===== src/rtl/boot_seq_pkg.sv =====
package boot_seq_pkg;
  typedef enum logic [2:0] {
    PH_SELF = 3'd0,
    PH_NET  = 3'd1,
    PH_CFG  = 3'd2,
    PH_IPP  = 3'd3,
    PH_APP  = 3'd4,
    PH_ERR  = 3'd7
  } phase_e;
endpackage


===== src/rtl/boot_seq_wtable.sv =====
module boot_seq_wtable #(
  parameter int AW = 16,
  parameter int DW = 32,
  parameter int N_NET = 3,
  parameter int N_RECON = 2,
  parameter int N_IPW = 3,
  parameter logic [AW-1:0] NI_BASE = 16'h1000,
  parameter logic [AW-1:0] IP_BASE = 16'h4000,
  parameter int N_TOT = N_NET + N_RECON + N_IPW,
  parameter int IW = $clog2(N_TOT)
) (
  input  logic [IW-1:0] idx,
  output logic [AW-1:0] addr,
  output logic [DW-1:0] data
);
  logic [AW-1:0] ent_addr [N_TOT];
  logic [DW-1:0] ent_data [N_TOT];

  // one entry per table row: segment 0 network setup, 1 rewiring, 2 IP registers
  for (genvar g = 0; g < N_TOT; g++) begin : g_ent
    localparam int SEG = (g < N_NET) ? 0 : ((g < N_NET + N_RECON) ? 1 : 2);
    localparam int K = (SEG == 0) ? g : ((SEG == 1) ? g - N_NET : g - N_NET - N_RECON);
    localparam logic [AW-1:0] BASE = (SEG == 2) ? IP_BASE : NI_BASE;
    localparam logic [7:0] TAG = (SEG == 0) ? 8'hC1 : ((SEG == 1) ? 8'hC2 : 8'hA1);
    assign ent_addr[g] = BASE + AW'(4 * K);
    assign ent_data[g] = {TAG, {(DW-16){1'b0}}, 8'(K)};
  end

  always_comb begin
    addr = '0;
    data = '0;
    for (int i = 0; i < N_TOT; i++) begin
      if (idx == IW'(i)) begin
        addr = ent_addr[i];
        data = ent_data[i];
      end
    end
  end
endmodule


===== src/rtl/boot_seq_mmio_wr.sv =====
module boot_seq_mmio_wr #(
  parameter int AW = 16,
  parameter int DW = 32,
  parameter int IW = 3
) (
  input  logic          clk,
  input  logic          rst_n,
  input  logic          start,
  input  logic [IW-1:0] first_idx,
  input  logic [IW-1:0] last_idx,
  output logic [IW-1:0] idx,
  input  logic [AW-1:0] tbl_addr,
  input  logic [DW-1:0] tbl_data,
  output logic          mm_req_valid,
  input  logic          mm_req_ready,
  output logic [AW-1:0] mm_req_addr,
  output logic [DW-1:0] mm_req_data,
  input  logic          mm_rsp_valid,
  input  logic          mm_rsp_err,
  output logic          done,
  output logic          err
);
  typedef enum logic [1:0] {W_IDLE, W_ISSUE, W_WAIT} wst_e;

  wst_e          st_q, st_d;
  logic [IW-1:0] idx_q, idx_d;
  logic          idx_en;
  logic          done_q, done_d, err_q, err_d;

  always_comb begin
    st_d   = st_q;
    idx_d  = idx_q;
    idx_en = 1'b0;
    done_d = 1'b0;
    err_d  = 1'b0;
    case (st_q)
      W_IDLE: begin
        if (start) begin
          idx_d  = first_idx;
          idx_en = 1'b1;
          st_d   = W_ISSUE;
        end
      end
      W_ISSUE: begin
        if (mm_req_ready) st_d = W_WAIT;
      end
      W_WAIT: begin
        if (mm_rsp_valid) begin
          if (mm_rsp_err) begin
            err_d = 1'b1;
            st_d  = W_IDLE;
          end else if (idx_q == last_idx) begin
            done_d = 1'b1;
            st_d   = W_IDLE;
          end else begin
            idx_d  = idx_q + 1'b1;
            idx_en = 1'b1;
            st_d   = W_ISSUE;
          end
        end
      end
      default: st_d = W_IDLE;
    endcase
  end

  always_ff @(posedge clk or negedge rst_n) begin
    if (!rst_n) begin
      st_q   <= W_IDLE;
      idx_q  <= '0;
      done_q <= 1'b0;
      err_q  <= 1'b0;
    end else begin
      st_q   <= st_d;
      done_q <= done_d;
      err_q  <= err_d;
      if (idx_en) idx_q <= idx_d;
    end
  end

  assign idx          = idx_q;
  assign mm_req_valid = (st_q == W_ISSUE);
  assign mm_req_addr  = tbl_addr;
  assign mm_req_data  = tbl_data;
  assign done         = done_q;
  assign err          = err_q;
endmodule


===== src/rtl/boot_seq_stream.sv =====
module boot_seq_stream #(
  parameter int MAW = 16,
  parameter int DW = 32,
  parameter int CW = 12
) (
  input  logic           clk,
  input  logic           rst_n,
  input  logic           start,
  input  logic [MAW-1:0] base,
  input  logic [CW-1:0]  count,
  output logic           mem_req_valid,
  input  logic           mem_req_ready,
  output logic [MAW-1:0] mem_req_addr,
  input  logic           mem_rsp_valid,
  input  logic [DW-1:0]  mem_rsp_data,
  output logic           cfg_valid,
  input  logic           cfg_ready,
  output logic [DW-1:0]  cfg_data,
  output logic           done
);
  typedef enum logic [1:0] {S_IDLE, S_REQ, S_WAIT, S_SEND} sst_e;

  sst_e           st_q, st_d;
  logic [MAW-1:0] addr_q, addr_d;
  logic [CW-1:0]  left_q, left_d;
  logic           ptr_en;
  logic [DW-1:0]  word_q;
  logic           word_en;
  logic           done_q, done_d;

  always_comb begin
    st_d    = st_q;
    addr_d  = addr_q;
    left_d  = left_q;
    ptr_en  = 1'b0;
    word_en = 1'b0;
    done_d  = 1'b0;
    case (st_q)
      S_IDLE: begin
        if (start) begin
          addr_d = base;
          left_d = count;
          ptr_en = 1'b1;
          if (count == '0) done_d = 1'b1;
          else             st_d   = S_REQ;
        end
      end
      S_REQ: begin
        if (mem_req_ready) st_d = S_WAIT;
      end
      S_WAIT: begin
        if (mem_rsp_valid) begin
          word_en = 1'b1;
          st_d    = S_SEND;
        end
      end
      S_SEND: begin
        if (cfg_ready) begin
          addr_d = addr_q + 1'b1;
          left_d = left_q - 1'b1;
          ptr_en = 1'b1;
          if (left_q == CW'(1)) begin
            done_d = 1'b1;
            st_d   = S_IDLE;
          end else begin
            st_d = S_REQ;
          end
        end
      end
      default: st_d = S_IDLE;
    endcase
  end

  always_ff @(posedge clk or negedge rst_n) begin
    if (!rst_n) begin
      st_q   <= S_IDLE;
      addr_q <= '0;
      left_q <= '0;
      word_q <= '0;
      done_q <= 1'b0;
    end else begin
      st_q   <= st_d;
      done_q <= done_d;
      if (ptr_en) begin
        addr_q <= addr_d;
        left_q <= left_d;
      end
      if (word_en) word_q <= mem_rsp_data;
    end
  end

  assign mem_req_valid = (st_q == S_REQ);
  assign mem_req_addr  = addr_q;
  assign cfg_valid     = (st_q == S_SEND);
  assign cfg_data      = word_q;
  assign done          = done_q;
endmodule


===== src/rtl/boot_seq_phase_ctrl.sv =====
module boot_seq_phase_ctrl
  import boot_seq_pkg::*;
#(
  parameter int SELF_CYCLES = 8,
  parameter int N_NET = 3,
  parameter int N_TOT = 8,
  parameter int IW = 3
) (
  input  logic          clk,
  input  logic          rst_n,
  input  logic          wr_done,
  input  logic          wr_err,
  input  logic          bs_done,
  output phase_e        phase,
  output logic          wr_start,
  output logic [IW-1:0] wr_first,
  output logic [IW-1:0] wr_last,
  output logic          bs_start,
  output logic          noc_rst_n,
  output logic          ip_rst_n
);
  localparam int SCW = $clog2(SELF_CYCLES + 1);

  phase_e         ph_q, ph_d;
  logic [SCW-1:0] cnt_q, cnt_d;
  logic           cnt_en;
  logic           wr_go, bs_go;
  logic           wr_start_q, bs_start_q;
  logic           noc_q, ip_q;

  always_comb begin
    ph_d   = ph_q;
    cnt_d  = cnt_q;
    cnt_en = 1'b0;
    wr_go  = 1'b0;
    bs_go  = 1'b0;
    case (ph_q)
      PH_SELF: begin
        if (cnt_q == SCW'(SELF_CYCLES - 1)) begin
          ph_d  = PH_NET;
          wr_go = 1'b1;
        end else begin
          cnt_d  = cnt_q + 1'b1;
          cnt_en = 1'b1;
        end
      end
      PH_NET: begin
        if (wr_err) ph_d = PH_ERR;
        else if (wr_done) begin
          ph_d  = PH_CFG;
          bs_go = 1'b1;
        end
      end
      PH_CFG: begin
        if (bs_done) begin
          ph_d  = PH_IPP;
          wr_go = 1'b1;
        end
      end
      PH_IPP: begin
        if (wr_err)       ph_d = PH_ERR;
        else if (wr_done) ph_d = PH_APP;
      end
      default: ph_d = ph_q;
    endcase
  end

  always_ff @(posedge clk or negedge rst_n) begin
    if (!rst_n) begin
      ph_q       <= PH_SELF;
      cnt_q      <= '0;
      wr_start_q <= 1'b0;
      bs_start_q <= 1'b0;
      noc_q      <= 1'b0;
      ip_q       <= 1'b0;
    end else begin
      ph_q       <= ph_d;
      wr_start_q <= wr_go;
      bs_start_q <= bs_go;
      noc_q      <= (ph_d != PH_SELF);
      ip_q       <= (ph_d == PH_IPP) || (ph_d == PH_APP);
      if (cnt_en) cnt_q <= cnt_d;
    end
  end

  assign phase     = ph_q;
  assign wr_start  = wr_start_q;
  assign bs_start  = bs_start_q;
  assign wr_first  = (ph_q == PH_IPP) ? IW'(N_NET) : '0;
  assign wr_last   = (ph_q == PH_IPP) ? IW'(N_TOT - 1) : IW'(N_NET - 1);
  assign noc_rst_n = noc_q;
  assign ip_rst_n  = ip_q;
endmodule


===== src/rtl/boot_seq_top.sv =====
module boot_seq_top
  import boot_seq_pkg::*;
#(
  parameter int AW = 16,
  parameter int DW = 32,
  parameter int MAW = 16,
  parameter int CW = 12,
  parameter int SELF_CYCLES = 8,
  parameter int N_NET = 3,
  parameter int N_RECON = 2,
  parameter int N_IPW = 3,
  parameter logic [AW-1:0] NI_BASE = 16'h1000,
  parameter logic [AW-1:0] IP_BASE = 16'h4000
) (
  input  logic           clk,
  input  logic           rst_n,
  input  logic [MAW-1:0] bs_base,
  input  logic [CW-1:0]  bs_count,
  output logic           mm_req_valid,
  input  logic           mm_req_ready,
  output logic [AW-1:0]  mm_req_addr,
  output logic [DW-1:0]  mm_req_data,
  input  logic           mm_rsp_valid,
  input  logic           mm_rsp_err,
  output logic           mem_req_valid,
  input  logic           mem_req_ready,
  output logic [MAW-1:0] mem_req_addr,
  input  logic           mem_rsp_valid,
  input  logic [DW-1:0]  mem_rsp_data,
  output logic           cfg_valid,
  input  logic           cfg_ready,
  output logic [DW-1:0]  cfg_data,
  output logic           noc_rst_n,
  output logic           ip_rst_n,
  output logic [2:0]     phase
);
  localparam int N_TOT = N_NET + N_RECON + N_IPW;
  localparam int IW = (N_TOT > 1) ? $clog2(N_TOT) : 1;

  logic          rs1_q, rs2_q, rst_i_n;
  phase_e        ph;
  logic          wr_start, wr_done, wr_err, bs_start, bs_done;
  logic [IW-1:0] wr_first, wr_last, wr_idx;
  logic [AW-1:0] tbl_addr;
  logic [DW-1:0] tbl_data;

  // reset asserted at once, released two edges later
  always_ff @(posedge clk or negedge rst_n) begin
    if (!rst_n) begin
      rs1_q <= 1'b0;
      rs2_q <= 1'b0;
    end else begin
      rs1_q <= 1'b1;
      rs2_q <= rs1_q;
    end
  end
  assign rst_i_n = rs2_q;

  boot_seq_phase_ctrl #(
    .SELF_CYCLES(SELF_CYCLES), .N_NET(N_NET), .N_TOT(N_TOT), .IW(IW)
  ) ctrl_i (
    .clk(clk), .rst_n(rst_i_n),
    .wr_done(wr_done), .wr_err(wr_err), .bs_done(bs_done),
    .phase(ph), .wr_start(wr_start), .wr_first(wr_first), .wr_last(wr_last),
    .bs_start(bs_start), .noc_rst_n(noc_rst_n), .ip_rst_n(ip_rst_n)
  );

  boot_seq_wtable #(
    .AW(AW), .DW(DW), .N_NET(N_NET), .N_RECON(N_RECON), .N_IPW(N_IPW),
    .NI_BASE(NI_BASE), .IP_BASE(IP_BASE), .N_TOT(N_TOT), .IW(IW)
  ) tbl_i (
    .idx(wr_idx), .addr(tbl_addr), .data(tbl_data)
  );

  boot_seq_mmio_wr #(.AW(AW), .DW(DW), .IW(IW)) wr_i (
    .clk(clk), .rst_n(rst_i_n),
    .start(wr_start), .first_idx(wr_first), .last_idx(wr_last), .idx(wr_idx),
    .tbl_addr(tbl_addr), .tbl_data(tbl_data),
    .mm_req_valid(mm_req_valid), .mm_req_ready(mm_req_ready),
    .mm_req_addr(mm_req_addr), .mm_req_data(mm_req_data),
    .mm_rsp_valid(mm_rsp_valid), .mm_rsp_err(mm_rsp_err),
    .done(wr_done), .err(wr_err)
  );

  boot_seq_stream #(.MAW(MAW), .DW(DW), .CW(CW)) bs_i (
    .clk(clk), .rst_n(rst_i_n),
    .start(bs_start), .base(bs_base), .count(bs_count),
    .mem_req_valid(mem_req_valid), .mem_req_ready(mem_req_ready),
    .mem_req_addr(mem_req_addr), .mem_rsp_valid(mem_rsp_valid),
    .mem_rsp_data(mem_rsp_data),
    .cfg_valid(cfg_valid), .cfg_ready(cfg_ready), .cfg_data(cfg_data),
    .done(bs_done)
  );

  assign phase = ph;
endmodule


===== config.mk =====
export PLATFORM = sky130hd
export DESIGN_NAME = boot_seq_top
export DESIGN_NICKNAME = d
export VERILOG_FILES = /design/src/rtl/boot_seq_pkg.sv /design/src/rtl/boot_seq_wtable.sv /design/src/rtl/boot_seq_mmio_wr.sv /design/src/rtl/boot_seq_stream.sv /design/src/rtl/boot_seq_phase_ctrl.sv /design/src/rtl/boot_seq_top.sv
export SDC_FILE = /design/constraint.sdc
export NUM_CORES = 1
export LEC_CHECK = 0
export BUFFER_PORTS_ARGS = -buffer_cell sky130_fd_sc_hd__clkbuf_2
export CORE_ASPECT_RATIO = 1.5
export CORE_MARGIN = 3
export CORE_UTILIZATION = 35
export DETAILED_ROUTE_END_ITERATION = 8
export MAX_ROUTING_LAYER = met4
export PLACE_DENSITY = 0.68
export SKIP_CTS_REPAIR_TIMING = 1
export SYNTH_ARGS = -nofsm -noshare
export SYNTH_HDL_FRONTEND = slang
export SYNTH_SLANG_ARGS = --single-unit

===== constraint.sdc =====
create_clock -name clk -period 4.11 [get_ports clk]
set_clock_uncertainty 0.1 [all_clocks]
set_input_delay 0.822 -clock clk [delete_from_list [all_inputs] [get_ports clk]]
set_output_delay 0.822 -clock clk [all_outputs]
set_load 0.005 [all_outputs]

==> results.ini <==
[critical_path]
cp.required_ps=3190
cp-start-kind=flop
critPathMaxFanout=9
cp_data_arrival_time_ps=1930
r2r_slack_ps=1290
worst_setup_path_end_kind=output pin
critPathKind=flop to output pin

[synthesis]
synthTopCellsByArea=dfrtp_1, mux2_2, buf_4
synth_edf_count=0
synth_top_area_cell=dfrtp_1
syn-mean-instance-area_um2=10.23
yosys_warnings=0
seq_area_frac_synth_pct=44.93
synth_area_um2=4623
synth_top_area_share_pct=44.93
synth-async-reset-ratio_pct=100.0
ys_ff_latch=83
synthFlopType=dfrtp_1
synthCells=452
synth.distinct_cells=58

[clock_tree]
cts_buffers=9
worstSkewPairLatency_ps=340
cts_tree=yes
cts.htree.levels=3
cts_root_buf=clkbuf_16
cts.sink_count=83
clk_pin_slew_ps=60
clk_path_buf_depth=2

[floorplanning]
rows=50
chipWidth_um=99.84
die_h_um=146.8
core_area_um2=12700
die_area_um2=14650
ios=172
initial_core_util_pct=36.40

[routing]
post_drt_wl_per_cell_um=15.71
drcViolationCount=0
num_vias=3907
drt_iter0_markers=100
first_pass_iters=6
drtAntennaViolNets=0
viasPerCell=5.308
wl_mm=11.56

[global_route]
grt_pass1_wl_mm=18.93
grtUsageTotal_pct=16.21
antenna_found_initial=0
grt_pass1_vias=4010
overflow=0
grt_max_degree=82

[power]
power.density_nw_per_um2=751.3
ir_drop_uv=275.2
leakagePower_nw=2.674

[placement]
routabilityCongestion=0.7972
portBuffers=134
dp_cells=720
dp_hpwl_mm=8.406

[final_layout]
syn_to_final_growth_pct=20.41
nFillCells=1262
drive_gt1_share_pct=34.14
fin_nets=657
fin_cells=736
antennaDiodeCount=0

[run]
cap_viol_max_count=0

[sta]
fin_crit_ps=2849
fmax_mhz=351.1
setup_viol=0
final_hold_viol_count=0
drv_slew=0
period_share_pct=69.31
rsz0062_at_grt=no
tns_ps=0
worst_pin_slew_ps=1077
relSlewSlack_pct=28.19

[worst_hold_path]
hp-class=input port to async pin

[run_status]
outcome=complete, no violations

## cells by family after synthesis
family / synth area share, %
compound gates: 12.99
mux: 10.23
flops: 44.93
simple gates: 18.05
xor+xnor: 0.3790
fa+ha+maj: 3.789
buf+inv: 9.472
other cells: 0.1624
## worst paths after layout
| check | from | end | depth (start not counted) |
|---|---|---|---|
| setup / recovery | wr_i.idx[0]$_DFFE_PN0P_ | mm_req_addr[12] | 5 |
| hold / removal | rst_n | rs2_q$_DFF_PN0_ | 1 |
| setup reg to reg | bs_i.st_q[0]$_DFFE_PN0P_ | bs_i.mem_req_addr[10]$_DFFE_PN0P_ | 7 |
| hold reg to reg | rs1_q$_DFF_PN0_ | rs2_q$_DFF_PN0_ | 0 |
| max in group asynchronous | rs2_q$_DFF_PN0_ | bs_i.cfg_data[5]$_DFFE_PN0P_ | 0 |
| min in group clk | rs1_q$_DFF_PN0_ | rs2_q$_DFF_PN0_ | 0 |
## per-stage QoR
step | hold slack [ps] | utilization (%) | instance area (um2) | power [mW] | worst slack, ps
after floorplan | 231.2 | - | 4758 | 2.740 | 1527
after global placement | 235.9 | 41.46 | 5265 | 3.283 | 1361
after detailed placement | 243.5 | 41.46 | 5265 | 3.371 | 1297
after CTS | 139.2 | 43.83 | 5567 | 4.223 | 1260
after global routing | 142.2 | 43.83 | 5567 | 4.518 | 1105
final | 158.2 | 43.83 | 5567 | 4.182 | 1262
## cell usage after synthesis, types with 4 or more instances
| cell type | count |
|---|---|
| a21oi_1 | 13 |
| nand2b_1 | 10 |
| a22o_1 | 4 |
| nand2_1 | 26 |
| a21o_1 | 6 |
| ha_1 | 14 |
| o21ai_0 | 16 |
| nand4_1 | 11 |
| mux2_2 | 34 |
| dfrtp_1 | 83 |
| nor4_1 | 7 |
| nand3_1 | 18 |
| o211ai_1 | 5 |
| mux2i_1 | 9 |
| nand4b_1 | 11 |
| a22oi_1 | 10 |
| a2bb2oi_1 | 6 |
| buf_1 | 4 |
| nor3_1 | 12 |
| buf_4 | 41 |
| nor2_1 | 25 |
| inv_1 | 14 |
| clkbuf_1 | 14 |
## critical path, cell delays in order (launching register included)
cell and delay, ps:
dfrtp_1 480, ha_1 280, ha_1 210, nor4_1 390
nor2_1 90, clkbuf_2 130
## layer usage
metal	share of wire [%]	vias to the layer above	GRT usage [%]	routed length, um
met5	0	-	-	0
met4	2.2	0	7.519	260
met3	6.2	20	3.135	714
met2	53	157	28.28	6147
met1	38	1914	17.45	4438
li1	-	1816	-	-
## state kept, by name, summed over array words and instances (netlist names)
signal             count
rs2_q                  1
ctrl_i.ip_rst_n        1
bs_i.st_q              2
ctrl_i.wr_start        1
bs_i.mem_req_addr     16
ctrl_i.phase           3
ctrl_i.bs_start        1
ctrl_i.cnt_q           4
bs_i.left_q           12
bs_i.cfg_data         32
wr_i.err               1
wr_i.st_q              2
wr_i.idx               3
wr_i.done              1
ctrl_i.noc_rst_n       1
bs_i.done              1
rs1_q                  1
## placed cells by master (no fill, tap or decap), types with 3 or more instances in the layout
cell type	count
nand2b_1	10
inv_1	14
nand2_1	26
o211ai_1	5
nand4_1	11
or4_1	3
nor2b_1	3
nor3_1	12
mux2_2	34
nor4_1	7
dfrtp_1	82
a22o_1	4
ha_1	14
nand3b_1	3
a22oi_1	10
clkbuf_16	9
o22a_1	3
mux2i_1	9
or3_1	3
a21o_1	6
nand4b_1	11
buf_4	3
o21ai_0	16
nor2_1	25
a21oi_1	13
a2bb2oi_1	6
clkbuf_2	134
and4_1	3
conb_1	38
nand3_1	18
o311a_1	3
## layout make-up
class / count / area, um2 / share of cell area, %
Sequential cell: 83 / 2081 / 37.38
Clock inverter: 7 / 76.32 / 1.371
Inverter: 14 / 52.55 / 0.9440
Timing Repair Buffer: 137 / 693.2 / 12.45
Clock buffer: 9 / 225.2 / 4.046
Tap cell: 156 / 195.2 / 3.506
Multi-Input combinational cell: 330 / 2243 / 40.30
## report_power, final
group	leakage, nW	internal (mW)	switching, mW
clock network	0.142	0.474	0.354
logic	1.53	0.896	0.891
registers	1.01	1.17	0.392
total	2.67	2.54	1.64
Note: power is estimated with default switching activity, not from simulation.
